**config.mk**
```make
export PLATFORM = sky130hd
export DESIGN_NAME = tx_sample_fifo
export DESIGN_NICKNAME = d
export VERILOG_FILES = /design/src/rtl/tx_fifo_pkg.sv /design/src/rtl/sample_packer.sv /design/src/rtl/sample_store.sv /design/src/rtl/tx_status.sv /design/src/rtl/tx_sample_fifo.sv
export SDC_FILE = /design/constraint.sdc
export NUM_CORES = 1
export LEC_CHECK = 0
export BUFFER_PORTS_ARGS = -buffer_cell sky130_fd_sc_hd__buf_2
export CORE_MARGIN = 4
export CORE_UTILIZATION = 50
export CTS_CLUSTER_SIZE = 12
export DETAILED_ROUTE_END_ITERATION = 10
export PLACE_DENSITY = 0.84
export REMOVE_ABC_BUFFERS = 1
export SLEW_MARGIN = 20
export SYNTH_ARGS = -nofsm -noshare
export SYNTH_HDL_FRONTEND = slang
export SYNTH_SLANG_ARGS = --single-unit
export TNS_END_PERCENT = 30
```
**constraint.sdc**
```tcl
create_clock -name clk_i -period 3.2 [get_ports clk_i]
set_input_delay 0.64 -clock clk_i [delete_from_list [all_inputs] [get_ports clk_i]]
set_output_delay 0.64 -clock clk_i [all_outputs]
set_load 0.01 [all_outputs]
```
**src/rtl/tx_fifo_pkg.sv**
```systemverilog
package tx_fifo_pkg;
  localparam int unsigned SAMPLE_W = 20;
  localparam int unsigned BUS_W    = 32;

  localparam logic [1:0] SEL_CTRL = 2'd0;
  localparam logic [1:0] SEL_DATA = 2'd1;
  localparam logic [1:0] SEL_ICLR = 2'd2;
  localparam logic [1:0] SEL_IEN  = 2'd3;

  typedef enum logic [1:0] {
    SZ_16 = 2'd0,
    SZ_18 = 2'd1,
    SZ_20 = 2'd2,
    SZ_12 = 2'd3
  } size_e;

  typedef struct packed {
    logic  compact;
    size_e size;
    logic  slot4;
    logic  slot3;
    logic  en;
  } tx_cfg_t;

  typedef struct packed {
    logic underrun;
    logic full;
    logic half;
    logic empty;
  } tx_stat_t;
endpackage

```
**src/rtl/sample_packer.sv**
```systemverilog
module sample_packer
  import tx_fifo_pkg::*;
(
  input  logic [BUS_W-1:0]              data_i,
  input  size_e                         size_i,
  input  logic                          compact_i,
  output logic [1:0][SAMPLE_W-1:0]      lane_o,
  output logic                          two_o
);
  // packing only legal for 12/16-bit widths
  assign two_o = compact_i && (size_i == SZ_16 || size_i == SZ_12);

  always_comb begin
    lane_o = '0;
    if (two_o) begin
      if (size_i == SZ_12) begin
        lane_o[0] = {data_i[11:0], 8'b0};
        lane_o[1] = {data_i[27:16], 8'b0};
      end else begin
        lane_o[0] = {data_i[15:0], 4'b0};
        lane_o[1] = {data_i[31:16], 4'b0};
      end
    end else begin
      unique case (size_i)
        SZ_12:   lane_o[0] = {data_i[11:0], 8'b0};
        SZ_16:   lane_o[0] = {data_i[15:0], 4'b0};
        SZ_18:   lane_o[0] = {data_i[17:0], 2'b0};
        default: lane_o[0] = data_i[19:0];
      endcase
    end
  end
endmodule

```
**src/rtl/sample_store.sv**
```systemverilog
module sample_store
  import tx_fifo_pkg::*;
#(
  parameter  int unsigned DEPTH  = 8,
  localparam int unsigned ADDR_W = $clog2(DEPTH)
) (
  input  logic                          clk_i,
  input  logic                          rst_ni,
  input  logic                          push_i,
  input  logic                          two_i,
  input  logic [1:0][SAMPLE_W-1:0]      lane_i,
  input  logic                          pop_i,
  output logic [1:0][SAMPLE_W-1:0]      head_o
);
  logic [SAMPLE_W-1:0] mem [DEPTH];
  logic [ADDR_W-1:0]   wr_ptr_q, rd_ptr_q;

  always_ff @(posedge clk_i or negedge rst_ni) begin
    if (!rst_ni) begin
      wr_ptr_q <= '0;
      rd_ptr_q <= '0;
    end else begin
      if (push_i) wr_ptr_q <= wr_ptr_q + (two_i ? ADDR_W'(2) : ADDR_W'(1));
      if (pop_i)  rd_ptr_q <= rd_ptr_q + ADDR_W'(2);
    end
  end

  always_ff @(posedge clk_i) begin
    for (int l = 0; l < 2; l++) begin
      if (push_i && (l == 0 || two_i)) mem[wr_ptr_q + ADDR_W'(l)] <= lane_i[l];
    end
  end

  for (genvar g = 0; g < 2; g++) begin : g_head
    assign head_o[g] = mem[rd_ptr_q + ADDR_W'(g)];
  end
endmodule

```
**src/rtl/tx_status.sv**
```systemverilog
module tx_status
  import tx_fifo_pkg::*;
#(
  parameter  int unsigned DEPTH = 8,
  localparam int unsigned LVL_W = $clog2(DEPTH) + 1
) (
  input  logic             clk_i,
  input  logic             rst_ni,
  input  logic             push_i,
  input  logic             pop_i,
  input  logic             clr_und_i,
  input  logic [LVL_W-1:0] nlevel_i,
  input  logic             tx_busy_i,
  input  logic [2:0]       ien_i,
  output tx_stat_t         stat_o,
  output logic [2:0]       raw_o,
  output logic             irq_o
);
  localparam int unsigned HALF = DEPTH / 2;

  tx_stat_t stat_q, stat_d;

  // write effects first, drain effects override
  always_comb begin
    stat_d = stat_q;
    if (push_i) begin
      stat_d.empty    = 1'b0;
      stat_d.underrun = 1'b0;
      if (32'(nlevel_i) >= HALF)  stat_d.half = 1'b0;
      if (32'(nlevel_i) == DEPTH) stat_d.full = 1'b1;
    end
    if (clr_und_i) stat_d.underrun = 1'b0;
    if (pop_i) begin
      stat_d.full = 1'b0;
      if (32'(nlevel_i) <= HALF) stat_d.half = 1'b1;
      if (nlevel_i == '0) begin
        stat_d.empty    = 1'b1;
        stat_d.underrun = 1'b1;
      end
    end
  end

  always_ff @(posedge clk_i or negedge rst_ni) begin
    if (!rst_ni) stat_q <= '{underrun: 1'b0, full: 1'b0, half: 1'b1, empty: 1'b1};
    else         stat_q <= stat_d;
  end

  assign stat_o = stat_q;
  assign raw_o  = {stat_q.empty & ~tx_busy_i, stat_q.half, stat_q.underrun};
  assign irq_o  = |(raw_o & ien_i);
endmodule

```
**src/rtl/tx_sample_fifo.sv**
```systemverilog
module tx_sample_fifo
  import tx_fifo_pkg::*;
#(
  parameter int unsigned DEPTH = 8
) (
  input  logic                clk_i,
  input  logic                rst_ni,
  input  logic                wr_en_i,
  input  logic [1:0]          wr_sel_i,
  input  logic [BUS_W-1:0]    wr_data_i,
  input  logic                tx_busy_i,
  input  logic                snk_ready_i,
  output logic                snk_valid_o,
  output logic [SAMPLE_W-1:0] snk_left_o,
  output logic [SAMPLE_W-1:0] snk_right_o,
  output logic [3:0]          status_o,
  output logic [2:0]          raw_irq_o,
  output logic                irq_o
);
  localparam int unsigned ADDR_W = $clog2(DEPTH);
  localparam int unsigned LVL_W  = ADDR_W + 1;
  localparam int unsigned HALF   = DEPTH / 2;

  tx_cfg_t                  cfg_q;
  logic [2:0]               ien_q;
  logic [LVL_W-1:0]         level_q, level_d;
  logic                     burst_q;
  logic [1:0][SAMPLE_W-1:0] lanes, head;
  logic                     pair_w, data_wr, accept, pop, clr_und;
  tx_stat_t                 stat;

  assign data_wr = wr_en_i && wr_sel_i == SEL_DATA;
  assign clr_und = wr_en_i && wr_sel_i == SEL_ICLR && wr_data_i[0];

  sample_packer u_pack (
    .data_i    (wr_data_i),
    .size_i    (cfg_q.size),
    .compact_i (cfg_q.compact),
    .lane_o    (lanes),
    .two_o     (pair_w)
  );

  assign accept = data_wr &&
                  (pair_w ? (32'(level_q) + 32'd2 < DEPTH) : (32'(level_q) < DEPTH));

  // burst opens at half depth, survives only while sink keeps accepting
  assign snk_valid_o = cfg_q.en && (cfg_q.slot3 || cfg_q.slot4) &&
                       (32'(level_q) >= 32'd2) &&
                       ((32'(level_q) >= HALF) || burst_q);
  assign pop = snk_valid_o && snk_ready_i;

  assign level_d = level_q
                 + (accept ? (pair_w ? LVL_W'(2) : LVL_W'(1)) : LVL_W'(0))
                 - (pop ? LVL_W'(2) : LVL_W'(0));

  always_ff @(posedge clk_i or negedge rst_ni) begin
    if (!rst_ni) begin
      cfg_q   <= '0;
      ien_q   <= '0;
      level_q <= '0;
      burst_q <= 1'b0;
    end else begin
      if (wr_en_i && wr_sel_i == SEL_CTRL) cfg_q <= tx_cfg_t'(wr_data_i[5:0]);
      if (wr_en_i && wr_sel_i == SEL_IEN)  ien_q <= wr_data_i[2:0];
      level_q <= level_d;
      burst_q <= pop;
    end
  end

  sample_store #(.DEPTH(DEPTH)) u_store (
    .clk_i  (clk_i),
    .rst_ni (rst_ni),
    .push_i (accept),
    .two_i  (pair_w),
    .lane_i (lanes),
    .pop_i  (pop),
    .head_o (head)
  );

  assign snk_left_o  = head[0];
  assign snk_right_o = head[1];

  tx_status #(.DEPTH(DEPTH)) u_stat (
    .clk_i     (clk_i),
    .rst_ni    (rst_ni),
    .push_i    (accept),
    .pop_i     (pop),
    .clr_und_i (clr_und),
    .nlevel_i  (level_d),
    .tx_busy_i (tx_busy_i),
    .ien_i     (ien_q),
    .stat_o    (stat),
    .raw_o     (raw_irq_o),
    .irq_o     (irq_o)
  );

  assign status_o = stat;
endmodule

```
==> Word-level counts from Yosys, hierarchy flattened <==
Memory sizes are Yosys's and may differ from the RTL's.
Cells that the tools add are included.
{ "totals": {"reg_bits": 24, "latchBits": 0, "mem_bits_rw": 160, "rom_bits": 0, "in_bits": 39, "out_inout_bits": 49, "wordCells": 80, "n_memories": 1} }
{ "op_classes": {"addsub": 7, "n_mul": 0, "div_mod_pow": 0, "magnitude_cmp": 6, "eq_ne": 6, "shift": 0, "mux": 21, "bitwise": 3, "n_reduce_logical": 22} }
{ "mem_list": {"columns": ["name", "words", "word_bits", "rd", "rd_clocked_by_memory_dff", "wr", "line_no", "source"], "rows": [
  ["u_store.mem", 8, 20, 2, 0, 2, "sample_store.sv:15", "logic [SAMPLE_W-1:0] mem [DEPTH];"]
]} }
{ "ops": {"columns": ["operator", "count"], "rows": [
  ["20-bit case mux with 3 select lines", 1],
  ["20-bit two-way mux", 2],
  ["40-bit two-way mux", 1],
  ["1-bit logical AND", 12],
  ["1-bit two-way mux", 11],
  ["4-bit by 3-bit greater-or-equal comparator with 1-bit output (second input constant)", 2],
  ["2-bit two-way mux", 4],
  ["4-bit two-way mux", 2],
  ["3-bit by 1-bit adder with 3-bit output (second input constant)", 2],
  ["2-bit == test (second input constant)", 3],
  ["4-bit by 2-bit adder with 5-bit output (second input constant)", 1],
  ["5-bit by 4-bit less-than comparator with 1-bit output (second input constant)", 1],
  ["4-bit by 2-bit adder with 4-bit output", 1],
  ["2-bit by 1-bit == test with 1-bit output (second input constant)", 2],
  ["4-bit == test (second input constant)", 1],
  ["4-bit by 2-bit greater-or-equal comparator with 1-bit output (second input constant)", 1],
  ["4-bit by 3-bit <= comparator with 1-bit output (second input constant)", 1],
  ["2-bit zero test", 2],
  ["4-bit zero test", 1],
  ["4-bit less-than comparator (second input constant)", 1],
  ["2-bit nonzero test", 2],
  ["4-bit by 2-bit subtractor with 4-bit output", 1],
  ["3-bit by 2-bit adder with 3-bit output (second input constant)", 1],
  ["3-bit adder", 1],
  ["6 further kinds", 8]
]} }

==> Longest topological paths before layout <==
{ "depth": {"depth_word": 14, "depth_mapped": 17, "mapped_depth_nobuf": 14} }

==> Hierarchy <==
Synthesis repeated with hierarchy kept, for this count alone.
{ "hier_totals": {"cells_unflattened": 652, "hier_area_um2": 10040.9} }
{ "modules_own_cells": {"columns": ["mod", "n_inst", "cells_per_inst", "area_per_inst_um2", "seq_area_each_um2"], "rows": [
  ["sample_store", 1, 435, 8090.3, 4929.7],
  ["sample_packer", 1, 139, 1009.7, 0.0],
  ["tx_sample_fifo", 1, 56, 714.4, 350.3],
  ["tx_status", 1, 22, 226.5, 102.6]
]} }

==> Worst setup path after synthesis <==
No wires, ideal clock.
{ "synth_timing": {"path_type": "reg-to-reg", "start": "register cfg_q[3] (netlist name)", "end": "register u_stat.stat_q, in the netlist u_stat.raw_o[1]", "setup_time_ns": 0.073, "arrival_ns": 3.137, "required_time_ns": 3.127, "setup_slack_ns": -0.011, "stages_incl_launch_ff": 18, "path_buffers": 3, "period_less_slack_ns": 3.211, "cell_sequence": "dfrtp_1 > inv_1 > ha_1 > nor2b_4 > buf_6 > a31oi_1 > clkbuf_1 > and2_1 > clkbuf_1 > nand2_1 > fa_1 > inv_1 > ha_1 > a21oi_1 > xnor2_1 > inv_1 > o21ai_0 > o2bb2ai_1"} }
{ "synth_lines": {"columns": ["item", "line_no", "source"], "rows": [
  ["from (decl)", "tx_sample_fifo.sv:24", "tx_cfg_t cfg_q;"],
  ["from (signal assigned)", "tx_sample_fifo.sv:63", "if (wr_en_i && wr_sel_i == SEL_CTRL) cfg_q <= tx_cfg_t'(wr_data_i[5:0]);"],
  ["to (signal assigned)", "tx_status.sv:44", "if (!rst_ni) stat_q <= '{underrun: 1'b0, full: 1'b0, half: 1'b1, empty: 1'b1};"],
  ["to (signal assigned)", "tx_status.sv:45", "else stat_q <= stat_d;"],
  ["to (decl)", "tx_status.sv:21", "tx_stat_t stat_q, stat_d;"]
]} }

==> Worst setup path after layout <==
{ "layout_timing": {"start": "register u_store.rd_ptr_q[1]", "end": "output snk_left_o[5]"} }
{ "layout_between": {"elab_chain_len": 1} }
{ "layout_lines": {"columns": ["item", "line_no", "source"], "rows": [
  ["from (decl)", "sample_store.sv:16", "logic [ADDR_W-1:0] wr_ptr_q, rd_ptr_q;"],
  ["from (signal assigned)", "sample_store.sv:24", "if (pop_i) rd_ptr_q <= rd_ptr_q + ADDR_W'(2);"],
  ["memory 8 x 20 bit", null, null],
  ["to (decl)", "tx_sample_fifo.sv:14", "output logic [SAMPLE_W-1:0] snk_left_o,"]
]} }
No other way between the ends.

==> impl_metrics.toml <==
[routing]
drt_iter0_drc = 710
drcViolationCount = 0
wl_um = 24810
vias = 6954
final_antenna_net_count = 0
via_per_inst = 6.554
drt_pass1_iterations = 5
routedWlPerCell_um = 23.38

[finish]
area_growth_pct = 14.54
n_antenna_cell = 0
final_util_pct = 58.22
fill_cells = 1367
fin_area_mm2 = 0.01046
drive_gt1_share_pct = 28.49
nNetsFinal = 872

[timing]
post-route-period-util_pct = 92.68
hold_violations = 0
slew_headroom_pct = 44.17
fin_setup_tns_ps = 0
min_period_ps = 2966
rsz0062_at_grt = "false"
tightest_slew_ps = 837.4
fmax_mhz = 337.2
drv_slew = 0
setup_viol = 0
finClkSkew_ps = 12.43

[yosys]
ys_types = 52
syn_area_per_cell_um2 = 12.54
yosys-top-cells-count = "130 x o22ai_1, 128 x edfxtp_1, 55 x nand2_1"
synth_top_flop_cell = "edfxtp_1"
synth_top_area_share_pct = 42.10
yosysSeqAreaShare_pct = 55.45
yosysWarnings = 0
synthTopCellsByArea = "edfxtp_1 42%, mux4_2 9.9%, o22ai_1 8.9%"
synth.most_common_cell = "o22ai_1"
ys_seq_elements = 183
postSynthCellCount = 728
netlist.top_cell.by_area = "edfxtp_1"
syn_area_mm2 = 0.009130
ys_async_sr_fraction_pct = 12.57
synth_edf_count = 128

[critical_path]
path_cells = "buf_4 -> mux4_2 -> buf_2"
worstPathMaxFanout = 15
slowest_stage = "dfrtp_2"
crit_arrival_ps = 2330
worst_setup_path_end_kind = "output port"
crit_type = "flop to output port"
crit_path_start_kind = "flop"
required_ps = 2560
critical-path-max-stage-delay_ps = 670

[run]
max_cap_viol_count = 0

[placement]
dpl.hpwl_um = 16360
io_buffers = 87
gp_congestion = 0.9235
dpl_cell_area_mm2 = 0.009913

[clock_tree]
htreeDepth = 4
tritoncts = "done"
clockBufferDepth = 2
numClockSinks = 183
clk_latency_ps = 440
clkTransAtPathRegs_ps = 70
cts_made_buffers = 17
ctsHoldBuffers = 0
cts_root_buf = "clkbuf_16"
post_cts_buffers = 0
cts_resized = 0

[global_routing]
grt_pass1_vias = 7008
grt_pass1_wl_um = 38380
grt_usage_pct = 24.55
grt_max_degree = 28
overflow = 0
antenna_found_initial = 0

[pwr]
ir_worst_vdd_uv = 450.0
p_per_area_mw_per_mm2 = 751.3
leakage_nw = 4.074
fin_total_pwr_mw = 7.857

[floorplan]
io_pins = 88
dieArea_mm2 = 0.02049
num_rows = 49
die_h_um = 143.1
design.core.area_mm2 = 0.01796
start_util_pct = 50.83
die_x_um = 143.1

[worst_hold_path]
hold_class = "input port to asynchronous set/reset pin"

[outcome]
outcome = "finished clean"
[per-stage QoR]
stage / hold WS, ps / worst slack [ps] / instances
floorplan: 344.4 / 3.012 / 664
global placement: 470.3 / 385.4 / 1029
detailed placement: 482.6 / 270.4 / 1029
CTS: 174.6 / 244.6 / 1061
global route: 204.1 / 65.67 / 1061
finish: 166.7 / 234.2 / 1061
[layout by cell type, fill, tap and decap left out, types with 4 or more instances in the layout]
cell       count
o21a_1        10
o21ai_0       20
mux4_2        40
a22oi_1        4
mux2i_1       28
nor3_1         4
a22o_1         4
edfxtp_1     128
nand4b_1       4
buf_2         87
dfrtp_1       19
and3_1         4
nand3_1        4
nor3b_1        4
or3_1          4
mux2_2        21
ha_1          12
a21oi_1       30
nand4_1        4
nand2_1       55
dfxtp_1       32
inv_1         19
nor2_1        41
buf_4         47
inv_6          6
nand2b_1       4
xnor2_1        4
clkbuf_16     17
o22ai_1      130
[sequential cells by signal, indices dropped and copies added, names as in the netlist]
name / flops
burst_q: 1
cfg_q: 6
ien_q: 3
level_q: 4
u_stat.raw_o: 2
u_stat.stat_o: 2
u_store.mem: 160
u_store.rd_ptr_q: 2
u_store.wr_ptr_q: 3
[routing by layer]
metal | vias up | GRT usage, % | part of all wire [%]
met5 | - | 0 | 0
met4 | 0 | 9.055 | 2.5
met3 | 61 | 5.526 | 9.4
met2 | 455 | 42.26 | 51
met1 | 3379 | 30.44 | 37
li1 | 3059 | - | -
[layout make-up]
class	count	area (um2)	area share, %
Sequential cell	183	5065	48.43
Multi-Input combinational cell	462	3662	35.02
Timing Repair Buffer	136	828.3	7.921
Clock buffer	18	429.2	4.104
Tap cell	229	286.5	2.740
Clock inverter	14	115.1	1.101
Inverter	19	71.32	0.6820
[final timing paths]
kind	slack, ps	startpoint	cells after the start	end
setup reg to reg	240	cfg_q[3]	14	u_stat.raw_o[1]
hold / removal	170	rst_ni	1	cfg_q[2]
min in group clk_i	490	u_store.mem[3][3]	2	u_store.mem[3][3]
max in group asynchronous	2660	rst_ni	1	u_store.rd_ptr_q[2]
hold reg to reg	490	u_store.mem[3][3]	2	u_store.mem[3][3]
setup / recovery	230	u_store.rd_ptr_q[1]	3	snk_left_o[5]
[logic make-up after synthesis]
logic type,count (synthesis),share of synthesized area (%)
AO/OA/AOI/OAI,211,14.49
XOR/XNOR,7,0.7538
adder cells (fa/ha/maj),14,2.083
buffers and inverters,83,4.440
flip-flops,183,55.45
multiplexers,89,15.53
AND/OR/NAND/NOR,141,7.263
[where the power goes]
part,internal (mW),total [mW],switching [mW]
Clock,1.01,1.97,0.957
Sequential,2.77,3.07,0.302
Combinational,1.24,2.82,1.58
[worst max-delay path, delay by kind of cell (launching register included)]
family	cells	cell delay (ps)
flip-flops	1	670
buffers and inverters	2	600
multiplexers	1	600
Power figures use the tool's default switching activity.
